File: src/rtl/sc_pkg.sv
package sc_pkg;
  localparam int unsigned IDX_W = 5;
  localparam int unsigned EC_W  = 5;
  localparam logic [5:0]  OPC_SC     = 6'b110110;
  localparam logic [10:0] FUNC_SC    = 11'b100_0000_0000;
  localparam logic [EC_W-1:0] EC_TLB  = 5'b10010;
  localparam logic [EC_W-1:0] EC_PROT = 5'b10000;
  localparam logic [1:0]  RESP_OKAY   = 2'b00;
  localparam logic [1:0]  RESP_EXOKAY = 2'b01;
  localparam logic [1:0]  RESP_SLVERR = 2'b10;

  typedef enum logic {ST_IDLE = 1'b0, ST_WRITE = 1'b1} sc_state_e;
endpackage

File: src/rtl/sc_decode.sv
module sc_decode
  import sc_pkg::*;
#(
  parameter int unsigned AW = 32
) (
  input  logic [31:0]      instr,
  input  logic [AW-1:0]    ra_val,
  input  logic [AW-1:0]    rb_val,
  output logic             hit,
  output logic [IDX_W-1:0] rd_sel,
  output logic [IDX_W-1:0] ra_sel,
  output logic [IDX_W-1:0] rb_sel,
  output logic [AW-1:0]    ea
);
  always_comb begin
    hit    = (instr[31:26] == OPC_SC) && (instr[10:0] == FUNC_SC);
    rd_sel = instr[25:21];
    ra_sel = instr[20:16];
    rb_sel = instr[15:11];
    // no alignment check: low bits pass straight through
    ea     = ra_val + rb_val;
  end
endmodule

File: src/rtl/sc_reservation.sv
module sc_reservation (
  input  logic clk,
  input  logic rst,
  input  logic set,
  input  logic clr,
  output logic resv
);
  always_ff @(posedge clk) begin
    if (rst)      resv <= 1'b0;
    else if (set) resv <= 1'b1;
    else if (clr) resv <= 1'b0;
  end

  assert_set_wins_R9: assert property (@(posedge clk) disable iff (rst)
    set |=> resv);
endmodule

File: src/rtl/sc_status.sv
module sc_status
  import sc_pkg::*;
(
  input  logic            clk,
  input  logic            rst,
  input  logic            mode_wr,
  input  logic            mode_um,
  input  logic            mode_vm,
  input  logic            take_exc,
  input  logic [EC_W-1:0] code_in,
  input  logic            noacc_we,
  input  logic            noacc_in,
  output logic            um,
  output logic            vm,
  output logic            ums,
  output logic            vms,
  output logic [EC_W-1:0] code,
  output logic            st_bit,
  output logic            noacc
);
  always_ff @(posedge clk) begin
    if (rst) begin
      um <= 1'b0; vm <= 1'b0; ums <= 1'b0; vms <= 1'b0;
      code <= '0; st_bit <= 1'b0; noacc <= 1'b0;
    end else if (take_exc) begin
      ums    <= um;
      vms    <= vm;
      um     <= 1'b0;
      vm     <= 1'b0;
      code   <= code_in;
      st_bit <= 1'b1;
      if (noacc_we) noacc <= noacc_in;
    end else if (mode_wr) begin
      um <= mode_um;
      vm <= mode_vm;
    end
  end

  assert_exc_modes_R6: assert property (@(posedge clk) disable iff (rst)
    take_exc |=> (!um && !vm && st_bit && ums == $past(um) && vms == $past(vm)));
endmodule

File: src/rtl/store_cond_unit.sv
module store_cond_unit
  import sc_pkg::*;
#(
  parameter int unsigned AW = 32,
  parameter int unsigned DW = 32
) (
  input  logic             clk,
  input  logic             rst,
  input  logic             issue,
  input  logic [31:0]      instr,
  output logic [IDX_W-1:0] rd_sel,
  output logic [IDX_W-1:0] ra_sel,
  output logic [IDX_W-1:0] rb_sel,
  input  logic [DW-1:0]    rd_val,
  input  logic [AW-1:0]    ra_val,
  input  logic [AW-1:0]    rb_val,
  input  logic             resv_set,
  input  logic             mode_wr,
  input  logic             mode_um,
  input  logic             mode_vm,
  input  logic             tlb_miss,
  input  logic             prot_deny,
  input  logic             prot_noacc,
  input  logic             excl_en,
  output logic             wr_valid,
  output logic [AW-1:0]    wr_addr,
  output logic [DW-1:0]    wr_data,
  output logic             wr_excl,
  input  logic             wr_ready,
  input  logic [1:0]       wr_resp,
  output logic             done,
  output logic             exc_valid,
  output logic             carry,
  output logic [EC_W-1:0]  exc_code,
  output logic             esr_store,
  output logic             esr_noacc,
  output logic             msr_um,
  output logic             msr_vm,
  output logic             msr_ums,
  output logic             msr_vms,
  output logic             resv
);
  sc_state_e       state;
  logic            dec_hit;
  logic [AW-1:0]   ea;
  logic            go, nores, exc_tlb, exc_prot, take_exc, start_wr, accept;
  logic [EC_W-1:0] exc_code_nx;

  sc_decode #(.AW(AW)) u_dec (
    .instr(instr), .ra_val(ra_val), .rb_val(rb_val),
    .hit(dec_hit), .rd_sel(rd_sel), .ra_sel(ra_sel), .rb_sel(rb_sel), .ea(ea)
  );

  always_comb begin
    go          = (state == ST_IDLE) && issue && dec_hit;
    nores       = go && !resv;
    exc_tlb     = go && resv && msr_vm && tlb_miss;
    exc_prot    = go && resv && msr_vm && !tlb_miss && prot_deny;
    take_exc    = exc_tlb || exc_prot;
    start_wr    = go && resv && !take_exc;
    accept      = (state == ST_WRITE) && wr_ready;
    exc_code_nx = exc_tlb ? EC_TLB : EC_PROT;
  end

  sc_reservation u_resv (
    .clk(clk), .rst(rst), .set(resv_set), .clr(accept), .resv(resv)
  );

  sc_status u_stat (
    .clk(clk), .rst(rst),
    .mode_wr(mode_wr), .mode_um(mode_um), .mode_vm(mode_vm),
    .take_exc(take_exc), .code_in(exc_code_nx),
    .noacc_we(exc_prot), .noacc_in(prot_noacc),
    .um(msr_um), .vm(msr_vm), .ums(msr_ums), .vms(msr_vms),
    .code(exc_code), .st_bit(esr_store), .noacc(esr_noacc)
  );

  always_ff @(posedge clk) begin
    if (rst) begin
      state     <= ST_IDLE;
      wr_addr   <= '0;
      wr_data   <= '0;
      wr_excl   <= 1'b0;
      done      <= 1'b0;
      exc_valid <= 1'b0;
      carry     <= 1'b0;
    end else begin
      done      <= nores || take_exc || accept;
      exc_valid <= take_exc;
      if (start_wr) begin
        state   <= ST_WRITE;
        wr_addr <= ea;
        wr_data <= rd_val;
        wr_excl <= excl_en;
      end else if (accept) begin
        state   <= ST_IDLE;
      end
      if (nores)
        carry <= 1'b1;
      else if (accept)
        carry <= wr_excl && (wr_resp != RESP_EXOKAY);
    end
  end

  assign wr_valid = (state == ST_WRITE);

  assert_ignore_R1: assert property (@(posedge clk) disable iff (rst)
    (issue && !dec_hit && !wr_valid) |=> (!done && !wr_valid));
  assert_nores_fail_R3: assert property (@(posedge clk) disable iff (rst)
    nores |=> (carry && done && !exc_valid && !wr_valid));
  assert_exc_code_R5: assert property (@(posedge clk) disable iff (rst)
    exc_valid |-> (done && esr_store && (exc_code == EC_TLB || exc_code == EC_PROT)));
  assert_hold_R7: assert property (@(posedge clk) disable iff (rst)
    (wr_valid && !wr_ready) |=> (wr_valid && $stable(wr_addr) && $stable(wr_data)));
  assert_complete_R7: assert property (@(posedge clk) disable iff (rst)
    (wr_valid && wr_ready && !resv_set) |=> (!resv && done && !wr_valid));
  assert_excl_fail_R8: assert property (@(posedge clk) disable iff (rst)
    (wr_valid && wr_ready && wr_excl && wr_resp != RESP_EXOKAY) |=> carry);
  assert_busy_ignore_R10: assert property (@(posedge clk) disable iff (rst)
    (wr_valid && !wr_ready) |=> !done);
endmodule

File: config.mk
export PLATFORM = sky130hd
export DESIGN_NAME = store_cond_unit
export DESIGN_NICKNAME = d
export VERILOG_FILES = /design/src/rtl/sc_pkg.sv /design/src/rtl/sc_decode.sv /design/src/rtl/sc_reservation.sv /design/src/rtl/sc_status.sv /design/src/rtl/store_cond_unit.sv
export SDC_FILE = /design/constraint.sdc
export NUM_CORES = 1
export LEC_CHECK = 0
export ABC_AREA = 1
export ABC_CLOCK_PERIOD_IN_PS = 4450
export BUFFER_PORTS_ARGS = -buffer_cell sky130_fd_sc_hd__buf_4
export CORE_UTILIZATION = 50
export CTS_CLUSTER_SIZE = 24
export DETAILED_ROUTE_END_ITERATION = 10
export PLACE_DENSITY = 0.82
export SLEW_MARGIN = 20
export SYNTH_ARGS = -nofsm -noshare
export SYNTH_HDL_FRONTEND = slang
export SYNTH_SLANG_ARGS = --single-unit
export TNS_END_PERCENT = 100
File: constraint.sdc
create_clock -name clk -period 4.45 [get_ports clk]
set_clock_uncertainty 0.2 [all_clocks]
set_input_delay 0.6675 -clock clk [delete_from_list [all_inputs] [get_ports clk]]
set_output_delay 0.6675 -clock clk [all_outputs]
set_load 0.02 [all_outputs]
After elaboration in Yosys (flattened, before gate mapping)
Index checks and enable logic that the tools add are counted.
{"block": "op_classes", "add_sub_neg": 1, "n_eq_ne": 3, "n_mux": 6, "bitwise_logic": 1, "n_reduce_logical": 23}
{"cell": "$add A32 B32 Y32", "count": 1}
{"cell": "$logic_and A1 B1 Y1", "count": 12}
{"cell": "$eq A11 B11 Y1 const B", "count": 1}
{"cell": "$eq A6 B6 Y1 const B", "count": 1}
{"cell": "$reduce_bool A2 Y1", "count": 3}
{"cell": "$mux W1", "count": 5}
{"cell": "$logic_not A1 Y1", "count": 3}
{"cell": "$logic_or A1 B1 Y1", "count": 3}
{"cell": "$mux W2", "count": 1}
{"cell": "$ne A2 B1 Y1 const B", "count": 1}
{"cell": "$reduce_and A2 Y1", "count": 1}
{"cell": "$reduce_or A2 Y1", "count": 1}
{"cell": "$not A1 Y1", "count": 1}
{"block": "word_totals", "regBits": 81, "word_cells": 49}

Logic depth before layout (Yosys ltp)
Gate-level depths: netlist (run 1).
{"block": "depth", "word_depth": 11, "depth_mapped": 14, "mapped_depth_nobuf": 14}

Modules after synthesis
From an unflattened synthesis (run 1), not the netlist that was laid out.
{"block": "unflattened", "cells_unflattened": 1162, "area_unflattened_um2": 6501.2}
{"mod": "store_cond_unit", "instances": 1, "cells_each": 585, "area_per_inst_um2": 3492.1, "seq_area_each_um2": 1381.3}
{"mod": "sc_decode", "instances": 1, "cells_each": 521, "area_per_inst_um2": 2549.9, "seq_area_each_um2": 0.0}
{"mod": "sc_status", "instances": 1, "cells_each": 51, "area_per_inst_um2": 419.2, "seq_area_each_um2": 220.2}
{"mod": "sc_reservation", "instances": 1, "cells_each": 5, "area_per_inst_um2": 40.0, "seq_area_each_um2": 20.0}

Worst setup path after synthesis (run 1)
No wires, ideal clock.
{"block": "synth_path", "kind": "in2reg", "from": "input port ra_val[0]", "to": "register wr_addr[28]", "setup_ns": 0.111, "arrival_ns": 2.133, "path_slack_ns": 2.006, "cell_stages": 14, "cell_sequence": "ha_1 > fa_1 > nand3_1 > nand3_1 > nand2_1 > nand2_1 > nand2_1 > nand2_1 > nand2_1 > nand2_1 > nand2_1 > nand2_1 > nor2_1 > nor2_1"}
{"block": "synth_via", "elab_chain_cells": 1}
{"element": "from (decl)", "line": "store_cond_unit.sv:15", "text": "input logic [AW-1:0] ra_val,"}
{"element": "$add A32 B32 Y32", "line": "sc_decode.sv:21", "text": "ea = ra_val + rb_val;"}
{"element": "to (signal assigned)", "line": "store_cond_unit.sv:81", "text": "wr_addr <= '0;"}
{"element": "to (signal assigned)", "line": "store_cond_unit.sv:92", "text": "wr_addr <= ea;"}
{"element": "to (decl)", "line": "store_cond_unit.sv:26", "text": "output logic [AW-1:0] wr_addr,"}
No other way between the ends.
A chain may end at the register's enable or synchronous reset.

Worst setup path in the final report (run 1)
{"block": "layout_path", "from": "input port instr[9]", "to": "register wr_addr[24]"}
{"block": "layout_via", "elab_chain_cells": 10, "word_cells_on_any_way": 11}
{"element": "from (decl)", "line": "store_cond_unit.sv:10", "text": "input logic [31:0] instr,"}
{"element": "$eq A11 B11 Y1 *", "line": "sc_decode.sv:16", "text": "hit = (instr[31:26] == OPC_SC) && (instr[10:0] == FUNC_SC);"}
{"element": "$logic_and A1 B1 Y1 *", "line": "sc_decode.sv:16"}
{"element": "$logic_and A1 B1 Y1 *", "line": "store_cond_unit.sv:55", "text": "go = (state == ST_IDLE) && issue && dec_hit;"}
{"element": "$logic_and A1 B1 Y1 *", "line": "store_cond_unit.sv:57, store_cond_unit.sv:58, store_cond_unit.sv:60"}
{"element": "$logic_and A1 B1 Y1", "line": "store_cond_unit.sv:57, store_cond_unit.sv:58"}
{"element": "$logic_and A1 B1 Y1 (2 in series)", "line": "store_cond_unit.sv:58", "text": "exc_prot = go && resv && msr_vm && !tlb_miss && prot_deny;"}
{"element": "$logic_or A1 B1 Y1", "line": "store_cond_unit.sv:59", "text": "take_exc = exc_tlb || exc_prot;"}
{"element": "$logic_not A1 Y1", "line": "store_cond_unit.sv:60", "text": "start_wr = go && resv && !take_exc;"}
{"element": "$logic_and A1 B1 Y1 *", "line": "store_cond_unit.sv:60"}
Mark *: on every way between the ends. The rest lies on a longest branch, timed or not.

==> results of run 1 <==
worst register-to-register path: stages (launching register included):
cell                      delay [ns]
sky130_fd_sc_hd__dfxtp_1        0.35
sky130_fd_sc_hd__nor2_1         0.12
sky130_fd_sc_hd__nand2_1        0.08
sky130_fd_sc_hd__nor2_1         0.10
sky130_fd_sc_hd__nand3_1        0.11
sky130_fd_sc_hd__nor2_4         0.13
sky130_fd_sc_hd__buf_4          0.70
sky130_fd_sc_hd__nand2_1        0.15
sky130_fd_sc_hd__buf_4          0.29
sky130_fd_sc_hd__nand2_1        0.11
sky130_fd_sc_hd__nand2_1        0.05
sky130_fd_sc_hd__nor2_1         0.14
cells in the final DEF, fill, tap and decap left out, types with 2 or more instances in the layout:
master,netlist,routed
sky130_fd_sc_hd__a21oi_1,78,78
sky130_fd_sc_hd__and2_1,6,6
sky130_fd_sc_hd__buf_4,20,207
sky130_fd_sc_hd__bufinv_16,0,2
sky130_fd_sc_hd__clkbuf_16,0,9
sky130_fd_sc_hd__clkinv_2,0,3
sky130_fd_sc_hd__conb_1,1,3
sky130_fd_sc_hd__dfxtp_1,77,77
sky130_fd_sc_hd__ha_1,31,31
sky130_fd_sc_hd__inv_1,151,151
sky130_fd_sc_hd__mux2i_1,2,2
sky130_fd_sc_hd__nand2_1,335,335
sky130_fd_sc_hd__nand3_1,48,48
sky130_fd_sc_hd__nand3b_1,37,37
sky130_fd_sc_hd__nand4_1,14,14
sky130_fd_sc_hd__nor2_1,140,140
sky130_fd_sc_hd__nor3_1,5,5
sky130_fd_sc_hd__xnor2_1,10,10
sky130_fd_sc_hd__xor2_1,4,4
per-stage QoR:
| stage | util, % | std cells | hold slack (ns) |
|---|---|---|---|
| global route | 66.87 | 1321 | 0.2928 |
| floorplan | - | 1007 | 0.3206 |
| detailed placement | 64.14 | 1306 | 0.2570 |
| finish | 66.87 | 1321 | 0.2685 |
| global placement | 64.14 | 1306 | 0.2365 |
| CTS | 66.86 | 1321 | 0.2659 |
cell families (layout without fill, tap and decap cells):
kind of cell             after synthesis  count (layout)
AO/OA/AOI/OAI                         86              86
buffers and inverters                203             374
flip-flops                            77              77
multiplexers                           2               2
other                                  1               3
AND/OR/NAND/NOR                      590             590
XOR/XNOR                              14              14
adder cells (fa/ha/maj)               32              32
power breakdown:
group / total [uW] / switching (uW) / internal (uW) / leakage, uW
Clock: 764 / 276 / 488 / 0.000156
Sequential: 694 / 2.49 / 691 / 0.000621
Combinational: 461 / 262 / 200 / 0.00342
path summary, 6_finish.rpt:
path / slack, ns / endpoint / cells past startpoint
worst max-delay path: 1.78 / wr_addr[24]$_SDFFE_PP0P_ / 12
worst min-delay path: 0.27 / u_stat.noacc$_SDFFE_PP0P_ / 2
worst max register to register: 1.88 / wr_addr[24]$_SDFFE_PP0P_ / 11
worst min register to register: 0.27 / u_stat.noacc$_SDFFE_PP0P_ / 2
layout make-up:
| class | instances | area share [%] |
|---|---|---|
| clock inverter | 6 | 1.142 |
| tap | 143 | 2.333 |
| timing repair buffer | 207 | 20.26 |
| inverter | 152 | 7.456 |
| clock buffer | 9 | 2.937 |
| multi-input combinational | 727 | 45.77 |
| sequential | 77 | 20.10 |
cells in the mapped netlist:
| cell | n | share of area (%) |
|---|---|---|
| sky130_fd_sc_hd__inv_1 | 151 | 9.6 |
| sky130_fd_sc_hd__and2_1 | 6 | 0.64 |
| sky130_fd_sc_hd__clkinv_1 | 1 | 0.064 |
| sky130_fd_sc_hd__o21bai_1 | 1 | 0.13 |
| sky130_fd_sc_hd__and2_0 | 1 | 0.11 |
| sky130_fd_sc_hd__buf_1 | 2 | 0.13 |
| sky130_fd_sc_hd__a2bb2oi_1 | 1 | 0.15 |
| sky130_fd_sc_hd__a31oi_1 | 1 | 0.11 |
| sky130_fd_sc_hd__or2_2 | 1 | 0.11 |
| sky130_fd_sc_hd__nor2_4 | 1 | 0.19 |
| sky130_fd_sc_hd__o21ai_0 | 1 | 0.085 |
| sky130_fd_sc_hd__clkbuf_1 | 17 | 1.1 |
| sky130_fd_sc_hd__dfxtp_1 | 77 | 26 |
| sky130_fd_sc_hd__o2111ai_1 | 1 | 0.15 |
| sky130_fd_sc_hd__buf_4 | 20 | 2.5 |
| sky130_fd_sc_hd__nand3_1 | 48 | 4.1 |
| sky130_fd_sc_hd__buf_2 | 11 | 0.93 |
| sky130_fd_sc_hd__xnor2_1 | 10 | 1.5 |
| sky130_fd_sc_hd__nand3b_1 | 37 | 4.7 |
| sky130_fd_sc_hd__o211ai_4 | 1 | 0.36 |
| sky130_fd_sc_hd__buf_6 | 1 | 0.19 |
| sky130_fd_sc_hd__and3_1 | 1 | 0.11 |
| sky130_fd_sc_hd__a21o_1 | 1 | 0.13 |
| sky130_fd_sc_hd__conb_1 | 1 | 0.064 |
| sky130_fd_sc_hd__nor3_1 | 5 | 0.42 |
| sky130_fd_sc_hd__o21ai_1 | 1 | 0.085 |
| sky130_fd_sc_hd__nand4_1 | 14 | 1.5 |
| sky130_fd_sc_hd__mux2i_1 | 2 | 0.34 |
| sky130_fd_sc_hd__xor2_1 | 4 | 0.59 |
| sky130_fd_sc_hd__nor2_1 | 140 | 8.9 |
| sky130_fd_sc_hd__fa_1 | 1 | 0.34 |
| sky130_fd_sc_hd__nand2_1 | 335 | 21 |
| sky130_fd_sc_hd__nor4_1 | 1 | 0.11 |
| sky130_fd_sc_hd__ha_1 | 31 | 6.6 |
| sky130_fd_sc_hd__a21oi_1 | 78 | 6.6 |
routing by layer:
metal / vias to the layer above / GRT usage, % / share of wire, % / wire length (um)
met1: 2832 / 33.61 / 44 / 7257
met2: 220 / 45.88 / 47 / 7726
li1: 3424 / - / - / -
met3: 32 / 4.171 / 5.3 / 869
met4: 0 / 10.84 / 2.9 / 473
met5: - / 0 / 0 / 0
==> summary by stage, run 1 <==
Setup path
Tracing the worst setup path back leads to its startpoint at instr[9]. Counting both buffers and inverters, the worst setup path holds a total of 3. The startpoint identified for the worst register-to-register timing path is wr_valid$_SDFFE_PP0P_.

Walking the worst path, the cells encountered are buf_4 -> nor2_1 -> nand2_1 -> nor2_1 -> nand3_1 -> nor2_4 -> buf_4 -> nand2_1 -> buf_4 -> nand2_1 -> nand2_1 -> nor2_1. The category of cells accounting for the largest share of critical-path delay is buffers and inverters. The required time of the worst setup path is 4.51 ns. The cell with the biggest individual delay on the critical path is sky130_fd_sc_hd__buf_4. The critical path endpoint category is a register. The sort of element at the start of the critical path is an input port.

The critical path is of the input port to register type. The cell with the most instances on the worst path is sky130_fd_sc_hd__nand2_1. For this run, the slowest stage of the critical path takes 0.70 ns.

The endpoint arrival time on the critical path is 2.73 ns. In this run the worst path has a maximum fanout of 96.

Pwr
The post-route total power is roughly 1900 uW. Dividing total power by cell area gives a power density of between 200 and 300 mW/mm^2. In this run the static leakage power is 0.004196 uW. The maximum vdd drop is 258.5 uV.

CTS
The number of buffers inserted to repair setup after CTS is 0. CTS built an H-tree with a depth of 3. For this design, the CTS-stage hold fixing added 0 buffers. The sink count of the clock tree is 77. In this run, CTS created clock tree buffers numbering 9. After clock tree synthesis, the clock-pin slew on the worst setup and hold paths is 0.06 ns. The clock tree root driver cell is sky130_fd_sc_hd__clkbuf_16. The clock passes through at most 2 buffers. Clock latency on the worst-skew pair, taken at its later pin, is 0.32 ns. The TritonCTS clock tree is done.

The number of instances resized during post-cts repair is 0.

Timing
The remaining max-slew budget at the tightest pin is 28.13%. The transition at the pin with the smallest max-transition slack is 1.073 ns. The final worst-path setup slack is 1.781 ns. The time the final worst path needs with I/O delays and setup is 2.669 ns. The number of pins with negative max-slew slack in the final report is 0. Setup repair after global routing left no endpoint under its margin. The share of the clock period used by the worst path after layout is 59.98%. For the final routed database, the setup TNS stands at 0 ns. Derived from the worst setup path, the maximum achievable clock frequency is 374.6 MHz. The number of endpoints failing setup at the final stage is 0. The final-report hold violation count came to 0.

Floorplan
The width of the die is between 100 and 150 um. The die height is approximately 110 um. The number of rows created at floorplan is 39. The floorplan step defined a die boundary enclosing between 0.01 and 0.015 sq mm.

The starting density of the core is 51.47%. The core region is 0.01147 sq mm. The total I/O pin count is 238.

Placement
At the placement stage, the worst setup path has a slack of approximately 1.5 ns. In this run the tool buffered the top-level ports with 204 buffer cells. Routability-driven placement finished with a final weighted congestion of just under 1.

In this run the cell area measured after placement is 0.007355 sq mm. The HPWL after detailed placement is 12,860 um.

Route
Using the TritonRoute via totals, the vias-per-cell ratio works out to about 5. The average detailed-routed wire length per instance is 12.36 um. The number of search-and-repair iterations in the first detailed-routing pass is 5.

For this block, the initial DRC count from the detailed router was 492. Detailed routing inserted a total of 6,508 vias. Once detail routing completed, the nets flagged for antenna violations numbered 0. After detailed routing, the number of remaining DRC violations is 0. The detailed-route wire length is 16,330 um.

Global route
The pin count of the biggest net entering global routing is 97. The via count of the first global-routing pass came to 5,916. The global-route wire length before repair is 27,320 um. The number of antenna violations at the first check in global routing came to 0. The total grt overflow is 0. Across every metal layer, demand over resource in global routing totals 26.85%.

Cells and area
The total area of sequential cells is 0.001541 sq mm. The fraction of final layout cells sized beyond drive strength 1 is 19.19%. The net count of the finished layout is 1,348. The post-route cell area is 0.007669 sq mm. Relative to the synthesized area, the layout overhead comes to 29.93%.

Summing all multi-input logic gate instances after layout gives 0.003510 sq mm. The final antenna diode count is 0. The filler cell count in the final layout is 1,127.

The largest registers in the layout are wr_addr (32), wr_data (32), u_stat.code (2).

Synth
The compound-cell area share of the yosys netlist is 7.802%. Of the total synthesized cell area, the portion taken by AND, OR, NAND and NOR gates is a little over two fifths. The number of different library cells used by synthesis comes to 35. The number of synthesized register bits is between 70 and 80.

The sequential cell area fraction in the yosys report is between 20% and 30%. The adder and majority cell fraction of the synthesized area is 6.911%. For this run, the number of Yosys warnings is 0. Measured against the total synthesized area, the mux share comes to 0.3392%. After synthesis, the largest family of logic cells by area is simple AND/OR/NAND/NOR gates. A synthesized cell averages 5.873 sq um.

Synthesis produced a netlist whose cell count is 1,005. The area of the mapped netlist is 0.005902 sq mm. After Yosys synthesis, XOR and XNOR cells account for 2.078% of the synthesized area.

Flow run
The tool flagged a number of max-cap violations equal to 0.

Worst hold path
In this run the worst hold path is classified as register to register. The critical hold path startpoint is u_stat.noacc$_SDFFE_PP0P_.

Outcome
The run finished with clean final reports.
No activity file was read; power rests on OpenSTA's default activity.
==> run 2: changes to the inputs <==
Settings changed: ABC_AREA 1 to 0, ABC_CLOCK_PERIOD_IN_PS 4450 to 2500, CORE_UTILIZATION 50 to 46.
Clock period 4.45 ns to 2.5 ns, I/O delays scaled along.
==> run 2 against run 1 <==
  * The run now ends with negative setup slack left
  * Routed wire length is 10% lower
  * Synthesized cell count is 44% lower
  * Combinational power is 89% higher
  * Count of clock-buffer cells in the layout stayed put
  * Synthesized area is 25% lower
  * Design area is 8.2% lower
  * First-iteration DRC count is 64% lower
  * Utilization is 8.6 points higher
  * Final cell count is 28% lower
  * Largest cell class unchanged
==> summary by stage, run 2 <==
CTS
The TritonCTS clock tree is done. The latest clock arrival within the worst-skew pair is 0.34 ns (+0.02 ns). The maximum level of the CTS H-tree came to 3 (unchanged). The deepest clock path buffer count is 2 (unchanged). The CTS clock-pin slew for the worst setup and hold paths is 0.08 ns (+0.02 ns).

The sink count of the clock tree was 77 (unchanged). The clock tree root driver cell is sky130_fd_sc_hd__clkbuf_8. The total CTS buffers was 9 (unchanged).

Floorplan
The number of rows created at floorplan is 35 (-10%). The total I/O pin count was 238 (unchanged). The starting density of the core is 47.77% (-3.7 points). The width of the die is 100.4 um (-9.2%). The placeable core area was 0.009328 sq mm (-19%). The area of the die is 0.01008 sq mm (-18%). The die height came to 100.4 um (-9.2%).

Pwr
The post-route total power is 3012 uW (+57%). The maximum vdd drop is 327.1 uV (+27%). The static power due to leakage was 0.003113 uW (-26%). The total power density per cell area came to 427.8 mW/mm^2 (+71%).

Placement
The total placed instance area is 0.006645 sq mm (-9.6%). The post-placement cell count is 926 (-29%). The worst slack at placement was -0.4703 ns (-1.940 ns).

The total half-perimeter wirelength after legalization and detailed placement came to 11,380 um (-12%). The final weighted congestion in routability-driven placement is 0.9557 (-0.68%). The count of port buffers added during placement came to 204 (unchanged).

Route
The detailed-route wire length is 14,680 um (-10%). The number of nets still failing antenna checks after routing was 0 (unchanged). The via total after detailed routing is 5,096 (-22%). The initial DRC count is 175 (-64%). The number of remaining DRC errors was 0 (unchanged). The average detailed-routed wire length per instance is 15.46 um (+25%). The number of search-and-repair iterations in the first detailed-routing pass is 5 (unchanged). The detail-routed via count per cell is 5.370 (+9.0%).

Cells and area
The number of non-filler instances in the completed layout is 949 (-28%). The library cells used most frequently in the layout, excluding fill and tap cells, are sky130_fd_sc_hd__buf_4 (271), sky130_fd_sc_hd__nand2_1 (137), sky130_fd_sc_hd__a21oi_1 (78). The most common cell after layout, fill and taps aside is sky130_fd_sc_hd__buf_4. The net count of the finished layout is 989 (-27%). The post-route cell area came to 0.007041 sq mm (-8.2%). The largest registers in the layout are wr_addr (32), wr_data (32), u_stat.code (2). The final antenna diode count was 0 (unchanged). Relative to the synthesized area, the layout overhead comes to 58.02%.

The filler cell count in the final layout is 678 (-40%). The fraction of final layout cells sized beyond drive strength 1 is 42.93% (+24 points).

Timing
Setup repair after global routing could not meet its margin everywhere. The number of pins with negative max-slew slack in the final report came to 0 (unchanged). The final-report hold violation count was 0 (unchanged). The transition at the pin with the smallest max-transition slack came to 0.8458 ns (-0.2272 ns). The remaining max-slew budget at the tightest pin is 43.61% (+15 points). The time the final worst path needs with I/O delays and setup is about 2.6 ns.

The number of endpoints failing setup at the final stage came to 4 (+4). The maximum achievable frequency is 391.6 MHz. The setup TNS after final layout is -0.09838 ns (-0.09838 ns). The final worst-path setup slack is -0.05367 ns (-1.834 ns). In the finished design, the share of the clock period the worst path needs comes to 102.1%.

Worst hold path
The tightest min-delay check is of the input port to register type.

Global route
The via count of the first global-routing pass is 4,976 (-16%). The global-route wire length before repair came to 22,450 um (-18%). The number of antenna violations at the first check in global routing is 0 (unchanged).

The total grt overflow is 0 (unchanged). The pin count of the biggest net entering global routing is 81 (-16%). The combined global-route utilization of all metal layers is 27.95% (+1.1 points).

Setup path
The worst setup path is launched from an input port. The worst setup path is of the input port to register kind. The highest net fanout along the worst path is 5 (-95%).

The required time of the worst setup path was 2.53 ns (-1.98 ns). The endpoint arrival time on the critical path came to 2.59 ns (-0.14 ns). Traced cell by cell, the critical path runs through buf_4 -> ha_4 -> a21oi_1 -> o21ai_0 -> a31oi_2 -> a21boi_4 -> a41oi_4 -> o31ai_4 -> a31o_1 -> or4_1 -> and3_1. The slowest stage of the critical path belongs to the cell sky130_fd_sc_hd__or4_1. The critical path endpoint category is a register. The delay contributed by the slowest stage of the critical path was 0.39 ns (-0.31 ns).

Synth
The fraction of synthesis flops using an asynchronous set or reset pin is 0% (unchanged). Ranked by instance count, the synthesized netlist is headed by sky130_fd_sc_hd__nand2_1 (138), sky130_fd_sc_hd__a21oi_1 (80), sky130_fd_sc_hd__dfxtp_1 (77). The synthesized instance count came to 562 (-44%). For this run, the leading register cell type out of synthesis is sky130_fd_sc_hd__dfxtp_1.

The count of different cell masters after synthesis is 62 (+77%). The number of warnings printed during yosys synthesis is 0 (unchanged). The cell type contributing the most total cell area after synthesis is sky130_fd_sc_hd__dfxtp_1. The mean cell area of the mapped netlist is 7.928 sq um (+35%). The number of enable flip-flop cells after synthesis is 0 (unchanged).

The number of synthesized register bits is 77 (unchanged). By area the synthesized netlist is led by sky130_fd_sc_hd__dfxtp_1 (35%), sky130_fd_sc_hd__nand2_1 (12%), sky130_fd_sc_hd__a21oi_1 (9.0%), sky130_fd_sc_hd__ha_1 (8.7%), sky130_fd_sc_hd__buf_4 (3.2%). By instance count, the leading cell after synthesis is sky130_fd_sc_hd__nand2_1. The sequential cell area fraction in the yosys report is 34.60% (+8.5 points). The top cell type's share of synthesized area came to 34.60% (+8.5 points).

The area of the mapped netlist is 0.004456 sq mm (-25%).

Outcome
The final reports fail on negative setup slack. The run finished, with violations left.

Flow run
The max-cap violation count is 0 (unchanged).
==> run 2: power breakdown <==
group          switching, uW  internal [uW]  total (uW)  leakage (uW)
clock                    526            385         910     0.0000911
sequential              2.88           1230        1230      0.000621
combinational            389            482         871       0.00240
==> run 2: cell families after synthesis <==
kind of cell               count (synthesis)  synth area share (%)
xor gates and xnor gates                  23                 4.521
AOI/OAI and AO/OA                        158                 22.97
adders and majority gates                 32                 9.155
muxes                                      3                0.6740
and+or+nand+nor                          218                 21.79
DFF                                       77                 34.60
buffers and inverters                     50                 6.206
other                                      1               0.08417
==> run 2: through the flow <==
| stage | utilization, % | hold WS [ns] |
|---|---|---|
| final | 75.48 | 0.05202 |
| after global placement | 71.24 | 0.2392 |
| after CTS | 73.63 | 0.04502 |
| after global routing | 75.48 | 0.03815 |
| after floorplan | - | 0.2924 |
| after detailed placement | 71.24 | 0.2441 |
==> run 2: final cells by class <==
class / instances / area [sq um] / share of cell area [%]
multi-input cells: 437 / 2932 / 41.64
repair buffers: 283 / 2187 / 31.06
flip-flops and latches: 77 / 1541 / 21.89
well taps: 129 / 161.4 / 2.293
clock buffers: 9 / 123.9 / 1.759
clock inverters: 7 / 68.82 / 0.9774
inverters: 7 / 26.28 / 0.3732
==> run 2: critical path, delay by kind of cell <==
| kind | cells | cell delay [ns] |
|---|---|---|
| AOI/OAI and AO/OA | 7 | 1.33 |
| and+or+nand+nor | 2 | 0.54 |
| adders and majority gates | 1 | 0.24 |
| buffers and inverters | 1 | 0.12 |
==> run 2: what timing repair did <==
item                       4_1_cts  5_1_grt
gates resized for setup          5       23
hold buffers                     0        0
setup buffers                    0        7
setup endpoints to repair        5       62
pin swaps                        4       23
==> run 2: per-layer routing <==
metal  wire [um]  vias up  GRT usage (%)
met2        7617      215          51.53
met4         620        0          13.15
met1        5627     2369          30.81
met5           0        -              0
li1            -     2456              -
met3         810       56          5.223
==> run 2: worst paths after layout <==
path | to | slack [ns] | cells after the start | from
max reg2reg | wr_addr[13]$_SDFFE_PP0P_ | 0.16 | 7 | wr_valid$_SDFFE_PP0P_
max | wr_addr[31]$_SDFFE_PP0P_ | -0.05 | 11 | ra_val[8]
min | u_resv.resv$_SDFFE_PP0P_ | 0.05 | 3 | resv_set
min reg2reg | wr_data[3]$_SDFFE_PP0P_ | 0.26 | 2 | wr_data[3]$_SDFFE_PP0P_
==> run 3: changes to the inputs <==
Settings changed: CORE_UTILIZATION 46 to 48, PLACE_DENSITY 0.82 to 0.81, SLEW_MARGIN 20 to 10, SYNTH_HIERARCHICAL set to 1.
==> run 3 against run 2 <==
  * The flow now finishes without violations
  * Critical path depth unchanged
  * Worst hold slack better by 0.012 ns
  * Sequential cell count grew 4
  * Clock power is 4.1% higher
  * Maximum frequency grew 4.6%
  * Synthesized area grew 21%
  * Global-route usage is 3.0 points lower
  * First-iteration DRC count grew 140%
  * Design area is 8.1% higher
  * Utilization down 5.6 points
  * Combinational power increased by 2%
  * Non-clock buffer count is the same
  * Critical endpoint is now wr_addr[17]$_SDFFE_PP0P_
==> summary by stage, run 3 <==
Pwr
The maximum vdd drop is 278.1 uV (-15%). The total power density per cell area is 411.0 mW/mm^2 (-3.9%). The static power due to leakage was 0.003471 uW (+11%). The post-route total power is 3129 uW (+3.9%).

Timing
The remaining max-slew budget at the tightest pin was 43.85% (+0.24 points). The number of endpoints failing setup at the final stage is 0 (-4). The time the final worst path needs with I/O delays and setup is 2.441 ns (-0.1122 ns).

The share of the clock period used by the worst path after layout is 97.66% (-4.5 points). The transition at the pin with the smallest max-transition slack came to 0.8422 ns (-0.003541 ns). Setup repair after global routing could not meet its margin everywhere. The final-report hold violation count is 0 (unchanged).

The maximum achievable frequency is 409.6 MHz (+4.6%). The number of pins with negative max-slew slack in the final report is 0 (unchanged).

Floorplan
The starting density of the core is 49.43% (+1.7 points). The width of the die is 107.9 um (+7.4%). The number of rows created at floorplan is 38 (+8.6%). The area of the die was 0.01164 sq mm (+15%). The placeable core area is 0.01089 sq mm (+17%).

The total I/O pin count is 238 (unchanged). The die height was 107.9 um (+7.4%).

Placement
The post-placement cell count was 998 (+7.8%). The count of port buffers added during placement is 207 (+1.5%). The final weighted congestion in routability-driven placement is 0.9491 (-0.69%).

The total half-perimeter wirelength after legalization and detailed placement is 11,380 um (about the same). The total placed instance area is 0.007381 sq mm (+11%).

Route
The number of search-and-repair iterations in the first detailed-routing pass came to 5 (unchanged). The detail-routed via count per cell is 5.480 (+2.1%). The initial DRC count is 418 (+140%). The via total after detailed routing is 5,557 (+9.0%). The average detailed-routed wire length per instance is 14.59 um (-5.6%). The number of nets still failing antenna checks after routing was 0 (unchanged). The detailed-route wire length came to 14,800 um (+0.84%).

The number of remaining DRC errors is 0 (unchanged).

Synth
The sequential cell area fraction in the yosys report is 30.13% (-4.5 points). The number of synthesized register bits is 81 (+5.2%). The cell type contributing the most total cell area after synthesis is sky130_fd_sc_hd__dfxtp_1. The fraction of synthesis flops using an asynchronous set or reset pin was 0% (unchanged).

After synthesis, the most frequently instantiated cells are sky130_fd_sc_hd__a21oi_1 (103), sky130_fd_sc_hd__dfxtp_1 (81), sky130_fd_sc_hd__nand3_1 (76). The synthesized instance count came to 640 (+14%). The top cell type's share of synthesized area came to 30.13% (-4.5 points). The area of the mapped netlist is 0.005381 sq mm (+21%). The number of warnings printed during yosys synthesis is 6 (+6). The cell with the most instances after synthesis is sky130_fd_sc_hd__a21oi_1.

The mean cell area of the mapped netlist is 8.408 sq um (+6.1%). Ranked by total cell area, the synthesized netlist is headed by sky130_fd_sc_hd__dfxtp_1 (30%), sky130_fd_sc_hd__a21bo_2 (12%), sky130_fd_sc_hd__a21oi_1 (9.6%), sky130_fd_sc_hd__ha_1 (7.2%), sky130_fd_sc_hd__nand3_1 (7.1%). The most used flip-flop cell after synthesis is sky130_fd_sc_hd__dfxtp_1.

The count of different cell masters after synthesis was 59 (-4.8%). The number of enable flip-flop cells after synthesis is 0 (unchanged).

Worst hold path
The tightest min-delay check is of the input port to register type. In this run the most critical hold path is launched from resv_set. The worst hold path cell count was 3 (unchanged). The hold path endpoint is u_resv/resv$_SDFFE_PP0P_.

Flow run
The max-cap violation count is 0 (unchanged).

Setup path
The critical path endpoint category is a register. The highest net fanout along the worst path is 4 (-1). The endpoint arrival time on the critical path is 2.52 ns (-0.07 ns).

The sort of element at the start of the critical path is an input port. The critical path in this run is classified as input port to register. The startpoint identified for the worst register-to-register timing path is u_stat/vm$_SDFFE_PP0P_. The cell count of the worst reg-to-reg path is 6 (-1). In this run the critical register-to-register path is captured at u_stat/code[3]$_SDFFE_PP0P_.

The worst-case register-to-register setup slack was 0.75 ns (+0.59 ns). The required time of the worst setup path is 2.58 ns (+0.05 ns).

Global route
The via count of the first global-routing pass is 5,186 (+4.2%). The number of antenna violations at the first check in global routing is 0 (unchanged). The pin count of the biggest net entering global routing was 82 (+1.2%).

The combined global-route utilization of all metal layers is 24.98% (-3.0 points). The global-route wire length before repair is 23,540 um (+4.8%). The total grt overflow is 0 (unchanged).

CTS
The number of buffers inserted to repair setup after CTS is 0 (unchanged). The TritonCTS clock tree is done. The clock tree root driver cell is sky130_fd_sc_hd__clkbuf_8.

The total CTS buffers is 9 (unchanged). The sink count of the clock tree is 81 (+5.2%). The CTS clock-pin slew for the worst setup and hold paths was 0.08 ns (about the same).

The latest clock arrival within the worst-skew pair is 0.35 ns (about the same). The deepest clock path buffer count is 2 (unchanged). The maximum level of the CTS H-tree is 3 (unchanged).

Outcome
The flow ran to the end, and the final reports show no timing, DRC or antenna violations.

Cells and area
The fraction of final layout cells sized beyond drive strength 1 is 44.05% (+1.1 points). The most common cell after layout, fill and taps aside is sky130_fd_sc_hd__buf_4. The post-route cell area was 0.007611 sq mm (+8.1%).

In the final layout, the registers with the most flip-flops are wr_addr (32), wr_data (32), u_stat/code (5). Leaving out fill and tap cells, the most frequent cells in the layout are sky130_fd_sc_hd__buf_4 (280), sky130_fd_sc_hd__a21oi_1 (100), sky130_fd_sc_hd__dfxtp_1 (81). The filler cell count in the final layout is 860 (+27%). The number of non-filler instances in the completed layout was 1,014 (+6.8%). The signed area change from the synthesized netlist to the final layout is 41.43%. The final antenna diode count came to 0 (unchanged). The net count of the finished layout is 1,043 (+5.5%). The final design utilization is 69.90% (-5.6 points).
-- run 3: cell count changes after synthesis, sizes merged, moves of 7 or more --
cell / delta
nand2: -120
a21oi: +26
nand3: +68
buf: +25
a211oi: -7
a21bo: +66
-- run 3: area by class of cell --
cell class                 count  area, sq um  area share (%)
inverter                      13        48.80          0.6411
clock inverter                 6        57.56          0.7562
multi-input combinational    481         3408           44.78
timing repair buffer         283         2162           28.41
sequential                    81         1622           21.31
tap                          140        175.2           2.301
clock buffer                  10        137.6           1.808
-- run 3: cells by family (layout without fill, tap and decap cells) --
group	Yosys count	in the layout	share of synthesized area [%]
adder cells (fa/ha/maj)	32	32	7.580
other	2	4	0.1396
buffers and inverters	80	312	7.766
AND/OR/NAND/NOR	157	157	14.72
flip-flops	81	81	30.13
XOR/XNOR	28	28	4.557
AO/OA/AOI/OAI	251	251	33.43
multiplexers	9	9	1.674
-- run 3: per-stage QoR --
step / setup WS (ns) / hold slack [ns] / setup TNS [ns]
after detailed placement: -0.3735 / 0.2613 / -5.209
after CTS: 0.01332 / 0.04869 / 0
after global routing: -0.06443 / 0.04240 / -0.08118
after floorplan: 0.001251 / 0.2374 / 0
after global placement: -0.2577 / 0.2500 / -3.315
final: 0.05855 / 0.06435 / 0
-- run 3: worst max-delay path by stage --
stage                     from                        to  slack (ns)  cells past startpoint
floorplan            ra_val[0]  wr_addr[28]$_SDFFE_PP0P_       0.001                     11
global placement     ra_val[0]  wr_addr[28]$_SDFFE_PP0P_       -0.26                     12
detailed placement  ra_val[10]  wr_addr[17]$_SDFFE_PP0P_       -0.37                     11
CTS                 ra_val[10]  wr_addr[17]$_SDFFE_PP0P_        0.01                     11
global route         ra_val[0]  wr_addr[28]$_SDFFE_PP0P_       -0.06                     12
finish              ra_val[10]  wr_addr[17]$_SDFFE_PP0P_        0.06                     11
-- run 3: per-layer routing --
metal | GRT usage [%] | part of all wire [%] | vias up
li1 | - | - | 2764
met4 | 11.84 | 3.6 | 0
met5 | 0 | 0 | -
met1 | 30.63 | 43 | 2551
met3 | 4.358 | 5.6 | 45
met2 | 42.17 | 48 | 197
-- run 3: what timing repair did --
item,4_1_cts,5_1_grt
hold buffers,0,0
gates resized for setup,0,9
endpoints found under the setup margin,0,12
-- run 3: where the power goes --
| part | switching, uW | internal [uW] | total (uW) |
|---|---|---|---|
| Combinational | 429 | 456 | 885 |
| Sequential | 4.58 | 1290 | 1300 |
| Clock | 465 | 481 | 947 |
| Total | 899 | 2230 | 3130 |
-- run 3: worst max-delay path, cell delays in order --
cell	delay (ns)
sky130_fd_sc_hd__buf_4	0.11
sky130_fd_sc_hd__ha_1	0.35
sky130_fd_sc_hd__a21oi_2	0.20
sky130_fd_sc_hd__nand2_1	0.12
sky130_fd_sc_hd__a2111oi_2	0.40
sky130_fd_sc_hd__o41a_1	0.28
sky130_fd_sc_hd__o21ai_0	0.12
sky130_fd_sc_hd__a21oi_1	0.20
sky130_fd_sc_hd__xnor2_1	0.15
sky130_fd_sc_hd__nand3_1	0.09
sky130_fd_sc_hd__a21oi_1	0.14
